--- src/rtl/pgwalk_pkg.sv ---
// Shared definitions for the page table walker: walk states and the
// bit positions of the flags in directory and leaf entries.
package pgwalk_pkg;

    typedef enum logic [2:0] {
        ST_IDLE    = 3'd0,
        ST_L1_READ = 3'd1,
        ST_L2_READ = 3'd2,
        ST_UPDATE  = 3'd3,
        ST_DONE    = 3'd4
    } walk_state_t;

    // Directory entry flag
    localparam int DIR_PRESENT_BIT = 0;

    // Leaf entry flags
    localparam int LEAF_RES_BIT   = 0;
    localparam int LEAF_RD_BIT    = 1;
    localparam int LEAF_WR_BIT    = 2;
    localparam int LEAF_REF_BIT   = 3;
    localparam int LEAF_DIRTY_BIT = 4;

endpackage

--- src/rtl/pgwalk_addr_gen.sv ---
// Entry address generator.
// For each level of the table it forms the byte address of the entry.
// The formula is table base (a page number shifted by the page offset
// width) plus the index slice of the virtual page number scaled by the
// entry size. Level 0 uses the root page number; deeper levels use the
// page number taken from the previous level's entry.
// Assumes entries are ADDR_W bits wide and tables are page aligned.
module pgwalk_addr_gen #(
    parameter int IDX_W  = 10,
    parameter int OFF_W  = 12,
    parameter int LEVELS = 2
) (
    input  logic [LEVELS*IDX_W-1:0]                   vpn,
    input  logic [LEVELS*IDX_W-1:0]                   root_ppn,
    input  logic [LEVELS*IDX_W-1:0]                   next_ppn,
    output logic [LEVELS-1:0][LEVELS*IDX_W+OFF_W-1:0] lvl_addr
);
    localparam int ADDR_W = LEVELS * IDX_W + OFF_W;
    localparam int ENT_SH = $clog2(ADDR_W / 8);

    for (genvar lvl = 0; lvl < LEVELS; lvl++) begin : g_level
        localparam int LSB = (LEVELS - 1 - lvl) * IDX_W;
        logic [LEVELS*IDX_W-1:0] tbl_ppn;
        logic [ADDR_W-1:0]       idx_off;

        // Pick the table base for this level
        if (lvl == 0) begin : g_root
            assign tbl_ppn = root_ppn;
        end else begin : g_next
            assign tbl_ppn = next_ppn;
        end

        // Scale the index by the entry size and add it to the table base
        always_comb begin
            idx_off       = ADDR_W'(vpn[LSB +: IDX_W]) << ENT_SH;
            lvl_addr[lvl] = {tbl_ppn, {OFF_W{1'b0}}} + idx_off;
        end
    end

endmodule

--- src/rtl/pgwalk_leaf_eval.sv ---
// Leaf entry evaluation.
// From a raw leaf entry and the access type, this module decides three
// things: whether the access faults, whether the usage flags need a
// write-back, and what the updated entry value is.
// Purely combinational; the result is meaningful only while the leaf
// read completes.
module pgwalk_leaf_eval
    import pgwalk_pkg::*;
#(
    parameter int ENT_W = 32
) (
    input  logic [ENT_W-1:0] leaf,
    input  logic             is_store,
    output logic             fault,
    output logic             need_wb,
    output logic [ENT_W-1:0] new_leaf
);
    logic can_access;

    // Permission check against the access type, gated by residency
    always_comb begin
        can_access = is_store ? leaf[LEAF_WR_BIT] : leaf[LEAF_RD_BIT];
        fault      = !leaf[LEAF_RES_BIT] || !can_access;
    end

    // Updated usage flags, and whether any of them changed
    always_comb begin
        new_leaf                 = leaf;
        new_leaf[LEAF_REF_BIT]   = 1'b1;
        new_leaf[LEAF_DIRTY_BIT] = leaf[LEAF_DIRTY_BIT] | is_store;
        need_wb                  = (new_leaf != leaf);
    end

endmodule

--- src/rtl/pgwalk_fsm.sv ---
// Walk sequencer.
// Takes one request in idle and then runs the sequence: directory read,
// leaf read, optional leaf write-back, one-cycle response. Each memory
// access is held until it is acknowledged. The walk context (virtual
// address, access type, second-level base, write-back value, result)
// is kept in registers.
// Assumes mem_ack is high only while mem_req is high, and that
// mem_rdata is valid in the cycle of mem_ack.
module pgwalk_fsm
    import pgwalk_pkg::*;
#(
    parameter int IDX_W = 10,
    parameter int OFF_W = 12
) (
    input  logic                        clk,
    input  logic                        rst_n,
    input  logic                        req_valid,
    input  logic [2*IDX_W+OFF_W-1:0]    req_vaddr,
    input  logic                        req_store,
    input  logic                        mem_ack,
    input  logic [2*IDX_W+OFF_W-1:0]    mem_rdata,
    input  logic [2*IDX_W+OFF_W-1:0]    dir_addr,
    input  logic [2*IDX_W+OFF_W-1:0]    leaf_addr,
    input  logic                        leaf_fault,
    input  logic                        leaf_need_wb,
    input  logic [2*IDX_W+OFF_W-1:0]    leaf_new,
    output logic [2*IDX_W+OFF_W-1:0]    va_q,
    output logic                        store_q,
    output logic [2*IDX_W-1:0]          next_ppn_q,
    output logic                        req_ready,
    output logic                        resp_valid,
    output logic                        resp_fault,
    output logic [2*IDX_W+OFF_W-1:0]    resp_paddr,
    output logic                        mem_req,
    output logic                        mem_we,
    output logic [2*IDX_W+OFF_W-1:0]    mem_addr,
    output logic [2*IDX_W+OFF_W-1:0]    mem_wdata
);
    localparam int ADDR_W = 2 * IDX_W + OFF_W;

    walk_state_t       state;
    logic              fault_q;
    logic [ADDR_W-1:0] paddr_q;
    logic [ADDR_W-1:0] wb_q;

    // Walk state and context registers
    always_ff @(posedge clk) begin
        if (!rst_n) begin
            state      <= ST_IDLE;
            va_q       <= '0;
            store_q    <= 1'b0;
            next_ppn_q <= '0;
            fault_q    <= 1'b0;
            paddr_q    <= '0;
            wb_q       <= '0;
        end else begin
            unique case (state)
                ST_IDLE: begin
                    if (req_valid) begin
                        va_q    <= req_vaddr;
                        store_q <= req_store;
                        fault_q <= 1'b0;
                        paddr_q <= '0;
                        state   <= ST_L1_READ;
                    end
                end
                ST_L1_READ: begin
                    if (mem_ack) begin
                        if (mem_rdata[DIR_PRESENT_BIT]) begin
                            next_ppn_q <= mem_rdata[ADDR_W-1:OFF_W];
                            state      <= ST_L2_READ;
                        end else begin
                            fault_q <= 1'b1;
                            state   <= ST_DONE;
                        end
                    end
                end
                ST_L2_READ: begin
                    if (mem_ack) begin
                        if (leaf_fault) begin
                            fault_q <= 1'b1;
                            state   <= ST_DONE;
                        end else begin
                            paddr_q <= {mem_rdata[ADDR_W-1:OFF_W], va_q[OFF_W-1:0]};
                            wb_q    <= leaf_new;
                            state   <= leaf_need_wb ? ST_UPDATE : ST_DONE;
                        end
                    end
                end
                ST_UPDATE: begin
                    if (mem_ack) begin
                        state <= ST_DONE;
                    end
                end
                ST_DONE: begin
                    state <= ST_IDLE;
                end
                default: begin
                    state <= ST_IDLE;
                end
            endcase
        end
    end

    // Handshake and memory port outputs decoded from the state
    always_comb begin
        req_ready  = (state == ST_IDLE);
        resp_valid = (state == ST_DONE);
        resp_fault = fault_q;
        resp_paddr = paddr_q;
        mem_req    = (state == ST_L1_READ) || (state == ST_L2_READ) ||
                     (state == ST_UPDATE);
        mem_we     = (state == ST_UPDATE);
        mem_addr   = (state == ST_L1_READ) ? dir_addr : leaf_addr;
        mem_wdata  = (state == ST_UPDATE) ? wb_q : '0;
    end

endmodule

--- src/rtl/pgwalk_top.sv ---
// Two-level page table walker, top level.
// Holds the root page number register and connects the sequencer, the
// entry address generator and the leaf evaluator. Entries are one
// address-width word each; tables are page aligned.
// Assumes the root is written only while no walk is in progress.
module pgwalk_top #(
    parameter int IDX_W = 10,
    parameter int OFF_W = 12
) (
    input  logic                     clk,
    input  logic                     rst_n,
    input  logic                     base_wr_en,
    input  logic [2*IDX_W-1:0]       base_wr_ppn,
    input  logic                     req_valid,
    output logic                     req_ready,
    input  logic [2*IDX_W+OFF_W-1:0] req_vaddr,
    input  logic                     req_store,
    output logic                     resp_valid,
    output logic                     resp_fault,
    output logic [2*IDX_W+OFF_W-1:0] resp_paddr,
    output logic                     mem_req,
    output logic                     mem_we,
    output logic [2*IDX_W+OFF_W-1:0] mem_addr,
    output logic [2*IDX_W+OFF_W-1:0] mem_wdata,
    input  logic                     mem_ack,
    input  logic [2*IDX_W+OFF_W-1:0] mem_rdata
);
    localparam int LEVELS = 2;
    localparam int PPN_W  = LEVELS * IDX_W;
    localparam int ADDR_W = PPN_W + OFF_W;

    logic [PPN_W-1:0]             root_ppn;
    logic [ADDR_W-1:0]            va_q;
    logic                         store_q;
    logic [PPN_W-1:0]             next_ppn_q;
    logic [LEVELS-1:0][ADDR_W-1:0] lvl_addr;
    logic                         leaf_fault;
    logic                         leaf_need_wb;
    logic [ADDR_W-1:0]            leaf_new;

    // Root directory page number register
    always_ff @(posedge clk) begin
        if (!rst_n) begin
            root_ppn <= '0;
        end else if (base_wr_en) begin
            root_ppn <= base_wr_ppn;
        end
    end

    pgwalk_addr_gen #(
        .IDX_W  (IDX_W),
        .OFF_W  (OFF_W),
        .LEVELS (LEVELS)
    ) u_addr (
        .vpn      (va_q[ADDR_W-1:OFF_W]),
        .root_ppn (root_ppn),
        .next_ppn (next_ppn_q),
        .lvl_addr (lvl_addr)
    );

    pgwalk_leaf_eval #(
        .ENT_W (ADDR_W)
    ) u_leaf (
        .leaf     (mem_rdata),
        .is_store (store_q),
        .fault    (leaf_fault),
        .need_wb  (leaf_need_wb),
        .new_leaf (leaf_new)
    );

    pgwalk_fsm #(
        .IDX_W (IDX_W),
        .OFF_W (OFF_W)
    ) u_fsm (
        .clk          (clk),
        .rst_n        (rst_n),
        .req_valid    (req_valid),
        .req_vaddr    (req_vaddr),
        .req_store    (req_store),
        .mem_ack      (mem_ack),
        .mem_rdata    (mem_rdata),
        .dir_addr     (lvl_addr[0]),
        .leaf_addr    (lvl_addr[1]),
        .leaf_fault   (leaf_fault),
        .leaf_need_wb (leaf_need_wb),
        .leaf_new     (leaf_new),
        .va_q         (va_q),
        .store_q      (store_q),
        .next_ppn_q   (next_ppn_q),
        .req_ready    (req_ready),
        .resp_valid   (resp_valid),
        .resp_fault   (resp_fault),
        .resp_paddr   (resp_paddr),
        .mem_req      (mem_req),
        .mem_we       (mem_we),
        .mem_addr     (mem_addr),
        .mem_wdata    (mem_wdata)
    );

endmodule

--- config.mk ---
export PLATFORM = sky130hd
export DESIGN_NAME = pgwalk_top
export DESIGN_NICKNAME = d
export VERILOG_FILES = /design/src/rtl/pgwalk_pkg.sv /design/src/rtl/pgwalk_addr_gen.sv /design/src/rtl/pgwalk_leaf_eval.sv /design/src/rtl/pgwalk_fsm.sv /design/src/rtl/pgwalk_top.sv
export SDC_FILE = /design/constraint.sdc
export NUM_CORES = 1
export LEC_CHECK = 0
export ABC_AREA = 1
export CORE_MARGIN = 2
export CORE_UTILIZATION = 49
export CTS_CLUSTER_SIZE = 28
export DETAILED_ROUTE_END_ITERATION = 10
export HOLD_SLACK_MARGIN = 0.08
export MAX_ROUTING_LAYER = met4
export PLACE_DENSITY_LB_ADDON = 0.15
export SYNTH_ARGS = -nofsm -noshare
export SYNTH_HDL_FRONTEND = slang
export SYNTH_SLANG_ARGS = --single-unit
--- constraint.sdc ---
create_clock -name clk -period 2.5 [get_ports clk]
set_input_delay 0.5 -clock clk [delete_from_list [all_inputs] [get_ports clk]]
set_output_delay 0.5 -clock clk [all_outputs]
set_load 0.005 [all_outputs]
## Yosys cells after proc, flatten, opt, wreduce, memory -nomap -nowiden

Index checks and enable logic that the tools add are counted.

| word-level totals | value |
|---|---|
| memories kept | 0 |
| bits in read-only memories | 0 |
| bits of input ports | 90 |
| register bits after elaboration | 141 |
| bits in latches | 0 |
| logic and storage cells | 59 |
| bits in writable memories | 0 |

| cells by class | value |
|---|---|
| muxes and demuxes | 21 |
| add/sub/neg operators | 2 |
| equality and inequality tests | 12 |
| divide/modulo/power cells | 0 |
| $mul | 0 |
| shifts and indexed selects | 0 |
| $lt $le $gt $ge | 0 |
| reductions and logical operators | 14 |
| bitwise logic cells | 2 |

Operator list:

| cell | number |
|---|---|
| two-way mux 32 bit | 5 |
| adder 32 x 12 -> 32 bit | 2 |
| one-hot mux 32 bit (2 select lines) | 1 |
| two-way mux 3 bit | 7 |
| inequality test 2 bit (second input constant) | 6 |
| one-hot mux 3 bit (4 select lines) | 1 |
| AND reduction 4 bit | 2 |
| equality test 3 x 2 -> 1 bit (second input constant) | 2 |
| two-way mux 1 bit | 6 |
| AND reduction 3 bit | 2 |
| AND reduction 6 bit | 1 |
| equality test 3 x 1 -> 1 bit (second input constant) | 1 |
| equality test 3 bit (second input constant) | 1 |
| zero test 3 bit | 1 |
| logical OR 1 bit | 3 |
| one-hot mux 1 bit (3 select lines) | 1 |
| nonzero test 3 bit | 1 |
| zero test 1 bit | 2 |
| inequality test 2 x 1 -> 1 bit (second input constant) | 1 |
| inequality test 2 bit | 1 |
| AND reduction 2 bit | 1 |
| nonzero test 2 bit | 1 |
| inverter 1 bit | 1 |
| OR 1 bit | 1 |

## Logic depth before layout (Yosys ltp)

| depth | value |
|---|---|
| depth in word-level cells | 6 |
| gate-level depth with buffers | 9 |

## Cells and area by module

From an unflattened synthesis, not the netlist that was laid out.

| unflattened totals | value |
|---|---|
| cell total of the unflattened synthesis | 1010 |
| area, all modules | 6840.3 um^2 |

By module, submodules not included:

| module | cells an instance | area each (um^2) | times used |
|---|---|---|---|
| pgwalk_fsm | 779 | 5250.0 | 1 |
| pgwalk_top | 126 | 830.8 | 1 |
| pgwalk_addr_gen | 65 | 484.2 | 1 |
| pgwalk_leaf_eval | 40 | 275.3 | 1 |

## Least setup slack after synthesis

OpenSTA, ideal clock, no wires.

| timing path | value |
|---|---|
| path kind | register to output |
| start | register u_fsm.state[0] |
| end | output port mem_addr[16] |
| data required time | 2.000 ns |
| data arrival time | 1.262 ns |
| setup slack | 0.738 ns |
| cell stages (with the launch flop) | 9 |
| cell sequence | dfxtp_1 > inv_1 > nor2_1 > inv_1 > nor2_1 > buf_2 > buf_2 > nand2_1 > nand2_1 |

| on the way | value |
|---|---|
| longest elaborated chain between the ends | 2 |

Ends and longest elaborated chain:

| element | line | RTL |
|---|---|---|
| start: declaration | pgwalk_fsm.sv:41 | `walk_state_t state;` |
| start signal: assignment | pgwalk_fsm.sv:86 | `state <= leaf_need_wb ? ST_UPDATE : ST_DONE;` |
| equality test 3 x 1 -> 1 bit | pgwalk_fsm.sv:114 | `mem_addr = (state == ST_L1_READ) ? dir_addr : leaf_addr;` |
| two-way mux 32 bit | pgwalk_fsm.sv:114 |  |
| end: declaration | pgwalk_top.sv:23 | `output logic [2*IDX_W+OFF_W-1:0] mem_addr,` |

No other way between the ends.

## Worst setup path after layout

| timing path | value |
|---|---|
| start | register u_fsm.state[0] |
| end | output port mem_wdata[6] |

| on the way | value |
|---|---|
| longest elaborated chain between the ends | 2 |

Ends and longest elaborated chain:

| element | line | RTL |
|---|---|---|
| equality test 3 x 2 -> 1 bit | pgwalk_fsm.sv:115 | `mem_wdata = (state == ST_UPDATE) ? wb_q : '0;` |
| two-way mux 32 bit | pgwalk_fsm.sv:115 |  |
| end: declaration | pgwalk_top.sv:24 | `output logic [2*IDX_W+OFF_W-1:0] mem_wdata,` |

No other way between the ends.

==> results.md <==
* Post-Layout Cell Count at approximately 1,200
* FF-to-FF setup slack at 0.63 ns
* Post-DP HPWL at between 10 and 15 mm
* Compound-Gate Fraction of Synth Area at 0.1514
* Hold WC Path Type: reg -> reg
* Met3 wire len at between 1 and 1.5 mm
* WL/cell at approximately 14 um
* Initial Utilization at 0.5014
* Worst-margin pin slew at ~0.97 ns
* Mux contribution to synthesized area at 0
* N_diodes at 0
* Crit start category: flip-flop
* Yosys top cell by area: dfxtp_1
* Worst-path clk slew at 0.05 ns
* CP required at 2.00 ns
* Fin crit share at 0.9649
* Fin worst setup slack at ~0.088 ns
* Post-synthesis cell count at around 830
* Crit end category: output pin
* Simple-gate share of the synthesized area at 0.2544
* Logic pwr share at 0.225
* Max_cap viols at 0
* Arrival @ worst endpoint at between 1.5 and 2 ns
* CTS Buf Count at 17
* Synth Register Bits at ~140
* Max Buffers Root-to-Sink at 2
* Die width at around 110 um
* Vias in the first global route at around 5,400
* Power density cells at ~740 nW/um^2
* Core ar. at about 11,000 sq um
* Kind of critical path: reg -> out
* Met2 WL at 8.046 mm
* Ys Warns at 0
* Vias/cell at between 4 and 5
* Layout cell share with drive strength beyond 1 at 0.07738
* Commonest non-fill, non-tap cell in the layout: nand2_1
* DRC errors left at 0
* Overflow after GRT at 0
* Synth cell types at 19
* Routed WL at between 15 and 20 mm
* Largest family of logic cells by synthesized area: simple AND/OR/NAND/NOR gates
* H-tree levels at 4
* WHS at roughly 0.44 ns
* Root buf cell: clkbuf_16
* Max_slew headroom at 0.3536
* Most frequent cells in the layout: nand2_1 (179), nor2_1 (163), dfxtp_1 (138), clkdlybuf4s50_1 (127), a21oi_1 (86)
* CTS Sinks at 141
* Post-Synth XOR/XNOR Area at 0
* Placed cell count at around 1,100
* Ranking of synthesized cells by area: dfxtp_1 (50%), nand2_1 (12%), nor2_1 (11%)
* Clk_skew at approximately 0.0042 ns
* Avg Cell Area, Syn at around 7 sq um
* Final slew viol count at 0
* Antenna-violating nets left at 0
* Part of the Yosys area used for sequential elements at 0.4952
* GP Congestion at 0.8676
* Crit path time final at around 2.4 ns
* Area growth syn-to-layout at 47.48%
* First-pass GRT wire length at 26.21 mm
* Top Metal Used: met4
* Sw frac at 0.2775
* PortBufs at 188
* Net Switching at 1.735 mW
* Chip height at around 110 um
* DR pass1 iterations at 4
* Top cell type's share of synthesized area at 0.4952
* Die ar. at between 10,000 and 15,000 sq um
* # setup viols final at 0
* Worst Path Max Fanout at 16
* Mapped cell area at about 5700 sq um
* Static Leak at about 3.8 nW
* Row Count at 39
* Clock network power share at 0.370
* Final #Nets at between 1,000 and 1,500
* Final Hold Vio Count at 0
* Post-layout util at 0.7394
* Largest net degree at the start of global routing at between 50 and 60
* Via count at 5,683
* Clk_lat worst skew at between 0.4 and 0.5 ns
* Accumulated negative setup slack at 0 ns
* Synth Area in Adders at 0
* Initial antenna violation count at 0
* Internal at approximately 4.5 mW
* Total global-route track usage at 0.2722
* I/O pin count at about 190
* CTS tree: yes
* Worst IR Drop VDD at between 0.6 and 0.7 mV
* Fmax at 0.4146 GHz
* Iteration-0 DRC count of the detailed router at 440
* Share of power burned in registers at 0.404
* Status: complete, no violations
* Post-place setup slack at around 0.13 ns
* Metal-1 WL at 6.828 mm
[critical path, stage by stage, from the launching register on]
cell,delay [ns]
dfxtp_2,0.32
inv_1,0.06
nor2_2,0.13
inv_2,0.09
nor2_4,0.10
inv_2,0.07
buf_12,0.15
nor2_1,0.08
clkdlybuf4s50_1,0.50
[cells by family (layout without fill, tap and decap cells)]
kind of cell           Yosys count  after routing
DFF                            141            141
buffers and inverters          139            334
and+or+nand+nor                372            372
AOI/OAI and AO/OA              172            172
other                            1              2
[routing by layer]
metal  GRT usage  vias up
met5           -        -
met4     0.07901        0
met3     0.09581       28
met2      0.4420      160
met1      0.3200     2570
li1            -     2925
[sequential cells by signal, indices dropped and copies added (netlist names)]
signal / count
u_fsm.resp_fault: 1
u_fsm.next_ppn_q: 20
root_ppn: 20
u_fsm.state: 3
u_fsm.resp_paddr: 32
u_fsm.wb_q: 32
u_fsm.store_q: 1
u_fsm.va_q: 32
[synthesized netlist by cell type]
master,n
a21oi_1,86
buf_1,1
buf_2,13
buf_4,6
clkbuf_1,33
conb_1,1
dfxtp_1,141
inv_1,81
inv_2,5
nand2_1,180
nand3_1,18
nand3_2,2
nor2_1,168
nor2_2,1
nor2_4,2
nor3_1,1
o21ai_0,84
o21ai_1,1
o21bai_1,1
[area by class of cell]
type,instances,area [sq um]
Timing Repair Buffer,217,2193
Inverter,86,322.8
Clock inverter,7,65.06
Fill cell,968,2963
Clock buffer,24,471.7
Sequential cell,141,2829
Tap cell,143,178.9
Multi-Input combinational cell,546,2346
[per-stage QoR]
stage               power, mW  area [sq um]
finish                  6.253          8407
global route            6.576          8407
detailed placement      3.886          7667
CTS                     6.233          8283
global placement        3.870          7667
floorplan               3.264          5704
[power by group through the flow]
stage	clock network, mW	logic (mW)	registers, mW
after floorplan	0	0.702	2.56
after global placement	0	1.30	2.57
after detailed placement	0	1.31	2.57
after CTS	2.34	1.36	2.53
after global routing	2.46	1.57	2.55
final	2.32	1.41	2.53
[repair_timing]
item,CTS,global route
pin swaps,1,1
hold endpoints to repair,0,0
cloned,2,1
hold buffers,0,0
gates resized for setup,61,26
buffers inserted,6,4
setup endpoints to repair,62,34
[worst paths after layout]
check                    from                   to  cells past startpoint
max            u_fsm.state[0]         mem_wdata[6]                      8
min          u_fsm.resp_fault     u_fsm.resp_fault                      2
max reg2reg    u_fsm.state[0]  u_fsm.next_ppn_q[8]                     13
min reg2reg  u_fsm.resp_fault     u_fsm.resp_fault                      2
Power figures use the tool's default switching activity.
